## config.mk

```make
export PLATFORM = sky130hd
export DESIGN_NAME = cot_sequencer
export DESIGN_NICKNAME = d
export VERILOG_FILES = /design/src/rtl/cot_pkg.sv /design/src/rtl/cot_ontime.sv /design/src/rtl/cot_mode_ctrl.sv /design/src/rtl/cot_gate_fsm.sv /design/src/rtl/cot_sequencer.sv
export SDC_FILE = /design/constraint.sdc
export NUM_CORES = 1
export LEC_CHECK = 0
export ABC_AREA = 1
export BUFFER_PORTS_ARGS = -buffer_cell sky130_fd_sc_hd__buf_4
export CORE_UTILIZATION = 45
export CTS_BUF_LIST = sky130_fd_sc_hd__clkbuf_8
export DETAILED_ROUTE_END_ITERATION = 8
export GPL_TIMING_DRIVEN = 0
export HOLD_SLACK_MARGIN = 0.03
export SYNTH_ARGS = -nofsm -noshare
export SYNTH_HDL_FRONTEND = slang
export SYNTH_HIERARCHICAL = 1
export SYNTH_SLANG_ARGS = --single-unit
```

## constraint.sdc

```tcl
create_clock -name clk -period 2.26 [get_ports clk]
set_clock_uncertainty 0.1 [all_clocks]
set_input_delay 0.452 -clock clk [delete_from_list [all_inputs] [get_ports clk]]
set_output_delay 0.452 -clock clk [all_outputs]
set_load 0.03 [all_outputs]
```

## src/rtl/cot_pkg.sv

```systemverilog
package cot_pkg;
  typedef enum logic [2:0] {
    ST_OFF     = 3'd0,  // both switches off, waiting
    ST_DT_PRE  = 3'd1,  // dead time before high side
    ST_ON      = 3'd2,  // high side conducting
    ST_DT_POST = 3'd3,  // dead time after high side
    ST_LS      = 3'd4,  // low side conducting, off interval running
    ST_U_DT    = 3'd5,  // dead time before forced low-side pulse
    ST_U_LS    = 3'd6   // forced low side, waiting for feedback
  } cot_state_e;
endpackage

```

## src/rtl/cot_ontime.sv

```systemverilog
module cot_ontime #(
  parameter int TON_W       = 10,
  parameter int LEN_W       = 13,
  parameter int PFM_NUM     = 6,
  parameter int PFM_DEN     = 5,
  parameter int TON_MIN_CYC = 20
) (
  input  logic [TON_W-1:0] ton_code_i,
  input  logic             pfm_i,
  output logic [LEN_W-1:0] ton_len_o
);
  logic [LEN_W-1:0] base;
  logic [LEN_W-1:0] scaled;

  assign scaled = (LEN_W'(ton_code_i) * LEN_W'(PFM_NUM)) / LEN_W'(PFM_DEN);

  always_comb begin
    base = pfm_i ? scaled : LEN_W'(ton_code_i);
    if (base < LEN_W'(TON_MIN_CYC)) ton_len_o = LEN_W'(TON_MIN_CYC);
    else                            ton_len_o = base;
  end
endmodule

```

## src/rtl/cot_mode_ctrl.sv

```systemverilog
module cot_mode_ctrl #(
  parameter int DEB_CYC = 4000
) (
  input  logic clk,
  input  logic rst_n,
  input  logic zc_i,
  input  logic ls_phase_i,
  input  logic pulse_start_i,
  output logic pfm_o
);
  localparam int DW = $clog2(DEB_CYC + 1);

  logic          seen_q, seen_d, light_q, light_d, pfm_q, pfm_d;
  logic [DW-1:0] deb_q, deb_d;

  always_comb begin
    seen_d  = seen_q;
    light_d = light_q;
    if (pulse_start_i) begin
      light_d = seen_q;
      seen_d  = 1'b0;
    end else if (ls_phase_i && zc_i) begin
      seen_d  = 1'b1;
    end
    pfm_d = pfm_q;
    deb_d = '0;
    if (light_q != pfm_q) begin
      if (deb_q == DW'(DEB_CYC - 1)) pfm_d = light_q;
      else                           deb_d = deb_q + 1'b1;
    end
  end

  always_ff @(posedge clk or negedge rst_n) begin
    if (!rst_n) begin
      seen_q  <= 1'b0;
      light_q <= 1'b0;
      pfm_q   <= 1'b0;
      deb_q   <= '0;
    end else begin
      seen_q  <= seen_d;
      light_q <= light_d;
      pfm_q   <= pfm_d;
      deb_q   <= deb_d;
    end
  end

  assign pfm_o = pfm_q;
endmodule

```

## src/rtl/cot_gate_fsm.sv

```systemverilog
module cot_gate_fsm
  import cot_pkg::*;
#(
  parameter int DEAD_CYC = 5,
  parameter int OFF_TH   = 64,
  parameter int IDLE_TH  = 7994,
  parameter int LEN_W    = 13
) (
  input  logic             clk,
  input  logic             rst_n,
  input  logic             dis_i,
  input  logic             err_hi_i,
  input  logic             ocp_i,
  input  logic             zc_i,
  input  logic             pfm_i,
  input  logic [LEN_W-1:0] ton_len_i,
  output logic             hs_en_o,
  output logic             ls_en_o,
  output logic             pulse_start_o,
  output logic             ls_phase_o
);
  localparam int OW = $clog2(OFF_TH + 1);
  localparam int IW = $clog2(IDLE_TH + 1);

  cot_state_e       st_q, st_d;
  logic [LEN_W-1:0] cnt_q, cnt_d, ton_q, ton_d;
  logic [OW-1:0]    off_q;
  logic [IW-1:0]    idle_q;
  logic             off_done, idle_done, start_ok, dead_end;
  logic             off_ce, idle_ce;

  assign off_done  = (off_q == OW'(OFF_TH));
  assign idle_done = (idle_q == IW'(IDLE_TH));
  assign start_ok  = err_hi_i && !ocp_i && off_done;
  assign dead_end  = (cnt_q == LEN_W'(DEAD_CYC - 1));

  always_comb begin
    st_d  = st_q;
    ton_d = ton_q;
    unique case (st_q)
      ST_OFF: begin
        if (start_ok)                st_d = ST_DT_PRE;
        else if (pfm_i && idle_done) st_d = ST_U_DT;
      end
      ST_DT_PRE: if (dead_end) begin
        st_d  = ST_ON;
        ton_d = ton_len_i;
      end
      ST_ON:      if (cnt_q == ton_q - 1'b1) st_d = ST_DT_POST;
      ST_DT_POST: if (dead_end) st_d = ST_LS;
      ST_LS: begin
        if (start_ok)          st_d = ST_DT_PRE;
        else if (pfm_i && zc_i) st_d = ST_OFF;
      end
      ST_U_DT: if (dead_end) st_d = ST_U_LS;
      ST_U_LS: if (err_hi_i && !ocp_i) st_d = ST_DT_PRE;
      default: st_d = ST_OFF;
    endcase
    cnt_d = (st_d != st_q) ? '0 : cnt_q + 1'b1;
    if (dis_i) begin
      st_d  = ST_OFF;
      cnt_d = '0;
    end
  end

  assign off_ce  = (st_q == ST_ON) || !off_done;
  assign idle_ce = (st_q == ST_ON) || dis_i || !idle_done;

  always_ff @(posedge clk or negedge rst_n) begin
    if (!rst_n) begin
      st_q  <= ST_OFF;
      cnt_q <= '0;
      ton_q <= '0;
    end else begin
      st_q  <= st_d;
      cnt_q <= cnt_d;
      ton_q <= ton_d;
    end
  end

  always_ff @(posedge clk or negedge rst_n) begin
    if (!rst_n)      off_q <= '0;
    else if (off_ce) off_q <= (st_q == ST_ON) ? '0 : off_q + 1'b1;
  end

  always_ff @(posedge clk or negedge rst_n) begin
    if (!rst_n)       idle_q <= '0;
    else if (idle_ce) idle_q <= ((st_q == ST_ON) || dis_i) ? '0 : idle_q + 1'b1;
  end

  assign hs_en_o       = (st_q == ST_ON);
  assign ls_en_o       = (st_q == ST_LS) || (st_q == ST_U_LS);
  assign pulse_start_o = (st_q == ST_DT_PRE) && (st_d == ST_ON);
  assign ls_phase_o    = (st_q == ST_LS);
endmodule

```

## src/rtl/cot_sequencer.sv

```systemverilog
module cot_sequencer #(
  parameter int CLK_NS      = 5,
  parameter int TON_W       = 10,
  parameter int TON_MIN_NS  = 100,
  parameter int TOFF_MIN_NS = 350,
  parameter int DEAD_NS     = 25,
  parameter int DEB_NS      = 20000,
  parameter int ULTRA_NS    = 40000,
  parameter int PFM_NUM     = 6,
  parameter int PFM_DEN     = 5
) (
  input  logic             clk,
  input  logic             rst_n,
  input  logic             disable_i,
  input  logic             err_hi_i,
  input  logic             ocp_valley_i,
  input  logic             zero_cross_i,
  input  logic [TON_W-1:0] ton_code_i,
  output logic             hs_en_o,
  output logic             ls_en_o,
  output logic             pfm_mode_o
);
  localparam int DEAD_CYC    = (DEAD_NS + CLK_NS - 1) / CLK_NS;
  localparam int TOFF_CYC    = (TOFF_MIN_NS + CLK_NS - 1) / CLK_NS;
  localparam int TON_MIN_CYC = (TON_MIN_NS + CLK_NS - 1) / CLK_NS;
  localparam int DEB_CYC     = (DEB_NS + CLK_NS - 1) / CLK_NS;
  localparam int ULTRA_CYC   = (ULTRA_NS + CLK_NS - 1) / CLK_NS;
  localparam int OFF_TH      = TOFF_CYC - DEAD_CYC - 1;
  localparam int IDLE_TH     = ULTRA_CYC - DEAD_CYC - 1;
  localparam int LEN_W       = TON_W + $clog2(PFM_NUM + 1);

  logic [1:0]       rst_sync_q;
  logic             rst_n_int;
  logic             pfm, pulse_start, ls_phase;
  logic [LEN_W-1:0] ton_len;

  always_ff @(posedge clk or negedge rst_n) begin
    if (!rst_n) rst_sync_q <= 2'b00;
    else        rst_sync_q <= {rst_sync_q[0], 1'b1};
  end
  assign rst_n_int = rst_sync_q[1];

  cot_ontime #(
    .TON_W(TON_W), .LEN_W(LEN_W), .PFM_NUM(PFM_NUM), .PFM_DEN(PFM_DEN),
    .TON_MIN_CYC(TON_MIN_CYC)
  ) u_ontime (
    .ton_code_i(ton_code_i), .pfm_i(pfm), .ton_len_o(ton_len)
  );

  cot_mode_ctrl #(.DEB_CYC(DEB_CYC)) u_mode (
    .clk(clk), .rst_n(rst_n_int), .zc_i(zero_cross_i), .ls_phase_i(ls_phase),
    .pulse_start_i(pulse_start), .pfm_o(pfm)
  );

  cot_gate_fsm #(
    .DEAD_CYC(DEAD_CYC), .OFF_TH(OFF_TH), .IDLE_TH(IDLE_TH), .LEN_W(LEN_W)
  ) u_fsm (
    .clk(clk), .rst_n(rst_n_int), .dis_i(disable_i), .err_hi_i(err_hi_i),
    .ocp_i(ocp_valley_i), .zc_i(zero_cross_i), .pfm_i(pfm), .ton_len_i(ton_len),
    .hs_en_o(hs_en_o), .ls_en_o(ls_en_o), .pulse_start_o(pulse_start),
    .ls_phase_o(ls_phase)
  );

  assign pfm_mode_o = pfm;
endmodule

```

==> metrics, run 1 <==
Required @ worst endpoint=2.38 ns; vias in the first global route=4884; hold path cells=2; FF-to-FF Start=u_mode/pfm_o$_DFFE_PN0P_; Yosys top cell by area=dfrtp_1; Top Layer Used=met4; CORE AREA=12100 sq um; starting density of the core=46.4%; Reg-to-Reg End=u_fsm/ton_q[4]$_DFFE_PN0P_; maximum clock rate=199 MHz; final worst-path cycle share=223%; Worst Setup End Kind=flop; Die Ht=113 um; die width=113 um; All-Layer GR Usage=19.9%; Reg clk slew, reported paths=0.07 ns; root buf cell=clkbuf_8; clk buf depth=2; FF+latch count, synth=66; Via density=4.95; hold slack=0.182 ns; RSZ-0062 raised after global routing=yes; mapped cell area=5590 sq um; Vias=5256; synth-to-layout area growth=26.8%; # rows=40; crit path buf inv count=8; peak supply drop=1.78 mV; hpwl dp=8.96 mm; slew margin rel.=44.8%; reg2reg path depth=10; initial DRC count=309; Setup CP Type=input pin to flop; area occupied by multi-input gates=3920 sq um; met3 routed WL=346 um; Worst-Skew Late Latency=0.35 ns; ANT nets after route=0; crit-path max FO=7; Hold Crit Class=input pin to flop; Final Routed Wirelength=12.8 mm; Worst R2R Setup Slack=-0.22 ns; cts bufs inserted=9; routability cong.=0.858; Largest stage delay, worst path=0.35 ns; Nets=927; fill cell count=1063; Lkg Pwr=3.56 nW; Tot Pwr=9.05 mW; routed wl met2=6.46 mm; worst hold endpoint=u_fsm/st_q[0]$_DFF_PN0_; most common cell after layout, fill and taps aside=nand2_1; drt pass-1 iters=4; DRC viols=0; setup slack after layout=-2.77 ns; most repeated library cell on the critical path=nand2_4; DR WL/cell=12.1 um; initial antenna violation count=0; Area contributors post-synth=dfrtp_1, nand2_1, inv_1; htree depth=3; pwr/cell area=1270 nW/um^2; delay-heaviest family, CP=simple AND/OR/NAND/NOR gates; Sink Count=66; port bufs=18; # diodes=0; Synth Instances=803; Die Footprint=12900 sq um; Syn Area/Cell=6.97 sq um; largest net degree at the start of global routing=65; failing checks=negative setup slack; Synth cell types=50; wire length on met1=5.75 mm; CTS tree=built; Levels on crit path=50; most frequent cells in the layout=nand2_1, inv_1, nor2_1, buf_4, dfrtp_1; CP arrival=5.15 ns; Hold Crit Start=disable_i; post-layout min period=5.03 ns; Critical-path top delay cell=fa_2; actual slew at the worst max-slew pin=0.828 ns; dpl cell area=6050 sq um; # setup viols final=10; Boundary Pins=19; sequential cell area fraction in the yosys report=29.5%; Setup crit start kind=input pin; layout cell share with drive strength beyond 1=31.7%; top-area cell type share of the netlist area=29.5%; Ys Warns=6; GR Overflow Total=0; register area=1660 sq um; run status=finished, violations left; final hold vios=0; Slew Viols, Final=0; design area=7100 sq um; first-pass GRT wire length=21.1 mm; maxcap violations=0
stage by stage:
step | setup slack, ns | instances | TNS [ns] | utilization, %
CTS | -2.61 | 1044 | -18.33 | 56.3
floorplan | -2.46 | 804 | -15.51 | -
detailed placement | -3.16 | 990 | -21.52 | 50.2
global route | -3.08 | 1061 | -22.11 | 58.8
global placement | -3.05 | 990 | -58.79 | 50.1
finish | -2.77 | 1061 | -19.84 | 58.8
flip-flops by register name (all words and copies together) (netlist names):
signal	cells
u_fsm/idle_q	13
u_fsm/ton_q	13
u_mode/pfm_o	1
u_fsm/cnt_q	13
rst_sync_q	2
u_mode/deb_q	12
u_fsm/off_q	7
u_mode/light_q	1
u_fsm/st_q	3
u_mode/seen_q	1
cells in the mapped netlist (all sizes together):
cell / instances
nand2: 255
inv: 121
nor2: 107
nand3: 84
dfrtp: 66
o21ai: 23
xor2: 23
ha: 22
a21oi: 17
mux2: 14
nor3: 13
nand4: 11
xnor2: 9
a31oi: 6
nor4: 6
buf: 5
nand3b: 3
o211ai: 3
or2: 3
clkinv: 2
conb: 2
nor3b: 2
a221oi: 1
and2: 1
clkbuf: 1
fa: 1
o21bai: 1
xnor3: 1
logic make-up (layout without fill, tap and decap cells):
family                   Yosys count  in the layout  synth area share (%)
AND/OR/NAND/NOR                  485            485                  41.9
other                              2              3                 0.134
multiplexers                      14             14                  2.89
XOR/XNOR                          33             33                  5.57
flip-flops                        66             66                  29.5
buffers and inverters            129            218                  9.30
AO/OA/AOI/OAI                     51             51                  5.37
adder cells (fa/ha/maj)           23             23                  5.28
per-layer routing:
layer	global-route usage, %	vias up
met4	7.37	0
met3	3.08	24
met2	34.8	82
li1	-	2699
met5	0	-
met1	24.8	2451
worst max path at each step:
stage / slack [ns] / startpoint / to
floorplan: -2.46 / ton_code_i[0] / u_fsm/ton_q[3]$_DFFE_PN0P_
global route: -3.08 / ton_code_i[1] / u_fsm/ton_q[1]$_DFFE_PN0P_
detailed placement: -3.16 / ton_code_i[1] / u_fsm/ton_q[1]$_DFFE_PN0P_
finish: -2.77 / ton_code_i[1] / u_fsm/ton_q[1]$_DFFE_PN0P_
CTS: -2.61 / ton_code_i[1] / u_fsm/ton_q[1]$_DFFE_PN0P_
global placement: -3.05 / ton_code_i[1] / u_fsm/ton_q[1]$_DFFE_PN0P_
timing repair:
item / in CTS / in global routing
hold buffers: 1 / 0
pin swaps: 42 / 23
resized for setup: 51 / 48
setup buffers: 37 / 16
cloned: 0 / 1
setup endpoints to repair: 10 / 24
hold endpoints to repair: 2 / 0
where the power goes:
group          switching (mW)  internal, mW  total [mW]
clock network           0.453         0.564        1.02
registers               0.125          1.29        1.42
logic                    3.93          2.68        6.61
total                    4.51          4.53        9.05
cell type report:
cell class	instances	share of cell area [%]
clock buffers	11	2.13
multi-input cells	609	55.2
repair buffers	73	8.04
well taps	168	2.96
plain buffers	6	0.600
clock inverters	5	0.758
flip-flops and latches	66	23.4
inverters	123	6.88
No activity file was read; power rests on OpenSTA's default activity.
==> inputs of run 2 (changes only) <==
--- a/config.mk
+++ b/config.mk
@@ -6,12 +6,13 @@
 export NUM_CORES = 1
 export LEC_CHECK = 0
 export ABC_AREA = 1
-export BUFFER_PORTS_ARGS = -buffer_cell sky130_fd_sc_hd__buf_4
+export BUFFER_PORTS_ARGS = -buffer_cell sky130_fd_sc_hd__clkbuf_2
 export CORE_UTILIZATION = 45
 export CTS_BUF_LIST = sky130_fd_sc_hd__clkbuf_8
 export DETAILED_ROUTE_END_ITERATION = 8
 export GPL_TIMING_DRIVEN = 0
 export HOLD_SLACK_MARGIN = 0.03
+export SKIP_LAST_GASP = 1
 export SYNTH_ARGS = -nofsm -noshare
 export SYNTH_HDL_FRONTEND = slang
 export SYNTH_HIERARCHICAL = 1
==> run 2 against run 1 <==
Net effect: the run still ends with negative setup slack left; routed wire length fell by 2.3%; maximum frequency down 0.75%; setup slack got worse by 0.038 ns; critical path depth down 3; register-to-register slack improved by 0.06 ns; highest routed layer unchanged.
==> metrics, run 2 (synthesis gave the netlist of run 1 again) <==
run status=finished, violations left; failing checks=negative setup slack; vias in the first global route=5108; Worst-Skew Late Latency=0.35 ns; Reg-to-Reg End=u_fsm/ton_q[1]$_DFFE_PN0P_; maxcap violations=0; Worst Setup End Kind=flop; layout cell share with drive strength beyond 1=30.0%; Worst R2R Setup Slack=-0.16 ns; Placed Cells=990; slew margin rel.=45.0%; Via density=4.97; DRC viols=0; All-Layer GR Usage=20.7%; most repeated library cell on the critical path=nand2_4; actual slew at the worst max-slew pin=0.826 ns; Die Footprint=12900 sq um; Slew Viols, Final=0; Cell Count, Final, Fillers Out=1040; hold path cells=2; Required @ worst endpoint=2.39 ns; # diodes=0; peak supply drop=1.95 mV; RSZ-0062 raised after global routing=yes; final hold vios=0; Top Registers=u_fsm/cnt_q: 13 flops, u_fsm/idle_q: 13 flops, u_fsm/ton_q: 13 flops; Vias=5167; reg2reg path depth=10; DR WL/cell=12.0 um; post-layout min period=5.07 ns; Hold Crit Start=disable_i; CP arrival=5.20 ns; synth-to-layout area growth=24.6%; starting density of the core=46.4%; Largest stage delay, worst path=0.40 ns; Nets=906; largest net degree at the start of global routing=65; Setup CP Type=input pin to flop; Tot Pwr=9.40 mW; switching power share of the total=51.4%; Sink Count=66; root buf cell=clkbuf_8; Lkg Pwr=3.49 nW; FF-to-FF Start=u_mode/pfm_o$_DFFE_PN0P_; first-pass GRT wire length=21.9 mm; Flop pwr share=15.0%; Final Routed Wirelength=12.5 mm; ANT nets after route=0; Critical-path top delay cell=fa_2; most frequent cells in the layout=nand2_1, inv_1, nor2_1, dfrtp_1, nand3_1; internal power=4.57 mW; Clock power frac=10.1%; # setup viols final=10; sw power=4.84 mW; port bufs=18; drt pass-1 iters=4; design area=6970 sq um; die width=113 um; Gate power share=74.8%; GR Overflow Total=0; setup slack after layout=-2.81 ns; most common cell after layout, fill and taps aside=nand2_1; crit-path max FO=7; CTS tree=built; hpwl dp=9.17 mm; worst hold endpoint=u_fsm/st_q[0]$_DFF_PN0_; maximum clock rate=197 MHz; initial antenna violation count=0; final worst-path cycle share=224%; # rows=40; pwr/cell area=1350 nW/um^2; Setup crit start kind=input pin; initial DRC count=240; Boundary Pins=19; htree depth=3; cts bufs inserted=9; Reg clk slew, reported paths=0.07 ns; Die Ht=113 um; dpl cell area=6010 sq um; routability cong.=0.824; CORE AREA=12100 sq um; clk buf depth=2; Hold Crit Class=input pin to flop
[run 2: cell types whose count changed in the layout (fill, tap and decap cells not counted), sizes merged]
cell,change
clkbuf,+15
clkinvlp,-2
buf,-37
inv,+3
[run 2: worst max-delay path, delay by kind of cell]
family	cells	cell delay (ns)
adder cells (fa/ha/maj)	2	0.56
buffers and inverters	5	0.48
AO/OA/AOI/OAI	1	0.23
multiplexers	1	0.25
AND/OR/NAND/NOR	38	3.18
[run 2: layout make-up]
class                           instances  area (sq um)
Fill cell                            1146          5090
Multi-Input combinational cell        609          4000
Sequential cell                        66          1660
Inverter                              123           485
Timing Repair Buffer                   52           388
Tap cell                              168           210
Clock buffer                           10           138
Clock inverter                          6          51.3
Buffer                                  6          42.5
[run 2: timing repair]
| item | 4_1_cts | 5_1_grt |
|---|---|---|
| hold buffers | 1 | 0 |
| pin swaps | 27 | 52 |
| endpoints found under the setup margin | 10 | 26 |
| buffers inserted | 30 | 18 |
| gates cloned | 0 | 1 |
| gates resized for setup | 50 | 67 |
| hold endpoints to repair | 2 | 0 |
[run 2: power by group through the flow]
stage,clock (mW),sequential (mW),combinational (mW)
final,0.953,1.41,7.04
after global routing,1.04,1.44,7.70
after CTS,0.997,1.42,6.02
after detailed placement,0,1.44,5.21
after global placement,0,1.44,5.03
after floorplan,0,1.41,4.45
[run 2: worst max-delay path by stage]
stage | startpoint | to | cells past startpoint
after floorplan | ton_code_i[0] | u_fsm/ton_q[3]$_DFFE_PN0P_ | 43
after global placement | ton_code_i[1] | u_fsm/ton_q[1]$_DFFE_PN0P_ | 50
after detailed placement | ton_code_i[1] | u_fsm/ton_q[1]$_DFFE_PN0P_ | 50
after CTS | ton_code_i[1] | u_fsm/ton_q[1]$_DFFE_PN0P_ | 50
after global routing | ton_code_i[5] | u_fsm/ton_q[1]$_DFFE_PN0P_ | 47
final | ton_code_i[1] | u_fsm/ton_q[1]$_DFFE_PN0P_ | 47
[run 2: per-stage QoR]
stage | TNS (ns) | hold slack [ns] | worst slack [ns] | util, %
2_1_floorplan | -15.51 | 0.0564 | -2.46 | -
3_3_place_gp | -61.03 | 0.139 | -3.11 | 49.8
3_5_place_dp | -22.41 | 0.142 | -3.25 | 49.8
4_1_cts | -18.37 | 0.193 | -2.62 | 55.5
5_1_grt | -20.69 | 0.202 | -3.12 | 57.8
6_report | -18.47 | 0.210 | -2.81 | 57.8
[run 2: routing by layer]
metal / GRT usage [%] / wire, um / vias up
met5: 0 / 0 / -
met4: 6.84 / 163 / 0
met3: 3.13 / 281 / 12
met2: 37.7 / 6460 / 58
met1: 25.0 / 5620 / 2444
li1: - / - / 2653
==> inputs of run 3 (changes only) <==
--- a/config.mk
+++ b/config.mk
@@ -10,7 +10,6 @@
 export CORE_UTILIZATION = 45
 export CTS_BUF_LIST = sky130_fd_sc_hd__clkbuf_8
 export DETAILED_ROUTE_END_ITERATION = 8
-export GPL_TIMING_DRIVEN = 0
 export HOLD_SLACK_MARGIN = 0.03
 export SKIP_LAST_GASP = 1
 export SYNTH_ARGS = -nofsm -noshare
==> run 3 against run 2 <==
Net effect: critical path depth shrank 1; the flow still finishes with violations (negative setup slack); maximum frequency is 0.19% higher; register-to-register slack better by 0.30 ns; largest cell class unchanged; critical endpoint unchanged; clock power is 16% higher; first-iteration DRC count rose by 14%; total power is 16% higher; clock-buffer cell count is the same.
==> metrics, run 3 (synthesis gave the netlist of run 1 again) <==
routability cong.=0.889; maximum clock rate=198 MHz; Die Ht=113 um; ANT nets after route=0; GR Overflow Total=0; Placed Cells=1055; peak supply drop=1.28 mV; first-pass GRT wire length=22.7 mm; Required @ worst endpoint=2.37 ns; # setup viols final=10; # rows=40; maxcap violations=0; Critical-path top delay cell=mux2_4; Slew Viols, Final=0; Via density=4.91; port bufs=18; most repeated library cell on the critical path=nand2_4; initial antenna violation count=0; post-place setup slack=-3.03 ns; actual slew at the worst max-slew pin=0.765 ns; synth-to-layout area growth=36.4%; Lkg Pwr=3.87 nW; Largest stage delay, worst path=0.32 ns; CP arrival=5.17 ns; DRC viols=0; Sink Count=66; CTS tree=built; Reg clk slew, reported paths=0.07 ns; layout cell share with drive strength beyond 1=34.9%; hold slack=0.210 ns; largest net degree at the start of global routing=35; DR WL/cell=12.2 um; Final Routed Wirelength=13.7 mm; Boundary Pins=19; most frequent cells in the layout=nand2_1, buf_4, inv_1, nor2_1, dfrtp_1; Top Registers=u_fsm/cnt_q: 13 flops, u_fsm/idle_q: 13 flops, u_fsm/ton_q: 13 flops; All-Layer GR Usage=21.4%; Worst Setup End Kind=flop; Die Footprint=12900 sq um; pwr/cell area=1420 nW/um^2; initial DRC count=274; final hold vios=0; die width=113 um; htree depth=3; Worst-Skew Late Latency=0.34 ns; Final TNS setup=-21.44 ns; cts bufs inserted=9; Nets=986; RSZ-0062 raised after global routing=yes; Cell Count, Final, Fillers Out=1120; drt pass-1 iters=4; final worst-path cycle share=224%; crit-path max FO=6; most common cell after layout, fill and taps aside=nand2_1; Setup CP Type=input pin to flop; slew margin rel.=49.0%; clk buf depth=2; Vias=5501; run status=finished, violations left; Setup crit start kind=input pin; # diodes=0; root buf cell=clkbuf_8; setup slack after layout=-2.80 ns; vias in the first global route=5273; Hold Crit Class=input pin to flop; CORE AREA=12100 sq um; post-layout min period=5.06 ns; hpwl dp=9.58 mm; starting density of the core=46.4%; failing checks=negative setup slack
[run 3: critical path, delay by kind of cell]
family,cells,cell delay [ns]
compound gates,3,0.48
fa+ha+maj,1,0.24
buf+inv,9,0.82
mux,2,0.57
simple gates,31,2.60
[run 3: stage by stage]
stage               util, %  power [mW]  area [sq um]
detailed placement     54.1        7.28          6530
finish                 63.3        10.9          7630
CTS                    59.6        9.08          7190
floorplan                 -        5.85          5700
global placement       54.1        7.11          6530
global route           63.3        11.8          7630
[run 3: area by class of cell]
type | count | area, sq um
repair buffers | 137 | 1060
multi-input cells | 610 | 4000
flip-flops and latches | 66 | 1650
well taps | 168 | 210
fillers | 980 | 4430
inverters | 123 | 487
clock buffers | 10 | 138
clock inverters | 6 | 90.1
[run 3: path summary, 6_finish.rpt]
path | start | endpoint | slack [ns] | depth (start not counted)
setup / recovery | ton_code_i[6] | u_fsm/ton_q[1]$_DFFE_PN0P_ | -2.80 | 46
hold / removal | disable_i | u_fsm/st_q[2]$_DFF_PN0_ | 0.21 | 2
setup reg to reg | u_fsm/off_q[0]$_DFFE_PN0P_ | u_fsm/cnt_q[3]$_DFF_PN0_ | 0.14 | 16
hold reg to reg | rst_sync_q[1]$_DFF_PN0_ | u_fsm/idle_q[12]$_DFFE_PN0P_ | 0.25 | 0
max in group asynchronous | rst_sync_q[1]$_DFF_PN0_ | u_fsm/ton_q[5]$_DFFE_PN0P_ | 1.17 | 1
min in group asynchronous | rst_sync_q[1]$_DFF_PN0_ | u_fsm/idle_q[12]$_DFFE_PN0P_ | 0.25 | 0
[run 3: timing repair]
action,in CTS,in global routing
gates resized for setup,26,82
endpoints found under the setup margin,10,24
setup buffers,34,13
endpoints found under the hold margin,2,0
pin swaps,20,40
hold buffers,1,0
gates cloned,0,1
[run 3: metal layers]
| metal | global-route usage (%) | up-vias | part of all wire (%) |
|---|---|---|---|
| met5 | 0 | - | 0 |
| met4 | 8.51 | 0 | 1.8 |
| met3 | 3.03 | 23 | 2.5 |
| met2 | 37.3 | 93 | 50 |
| met1 | 26.5 | 2566 | 46 |
| li1 | - | 2819 | - |
[run 3: power by group]
group	switching (mW)	total, mW	leakage (nW)	internal (mW)
sequential	0.113	1.40	0.857	1.29
clock	0.458	1.11	0.112	0.653
combinational	4.66	8.36	2.90	3.69
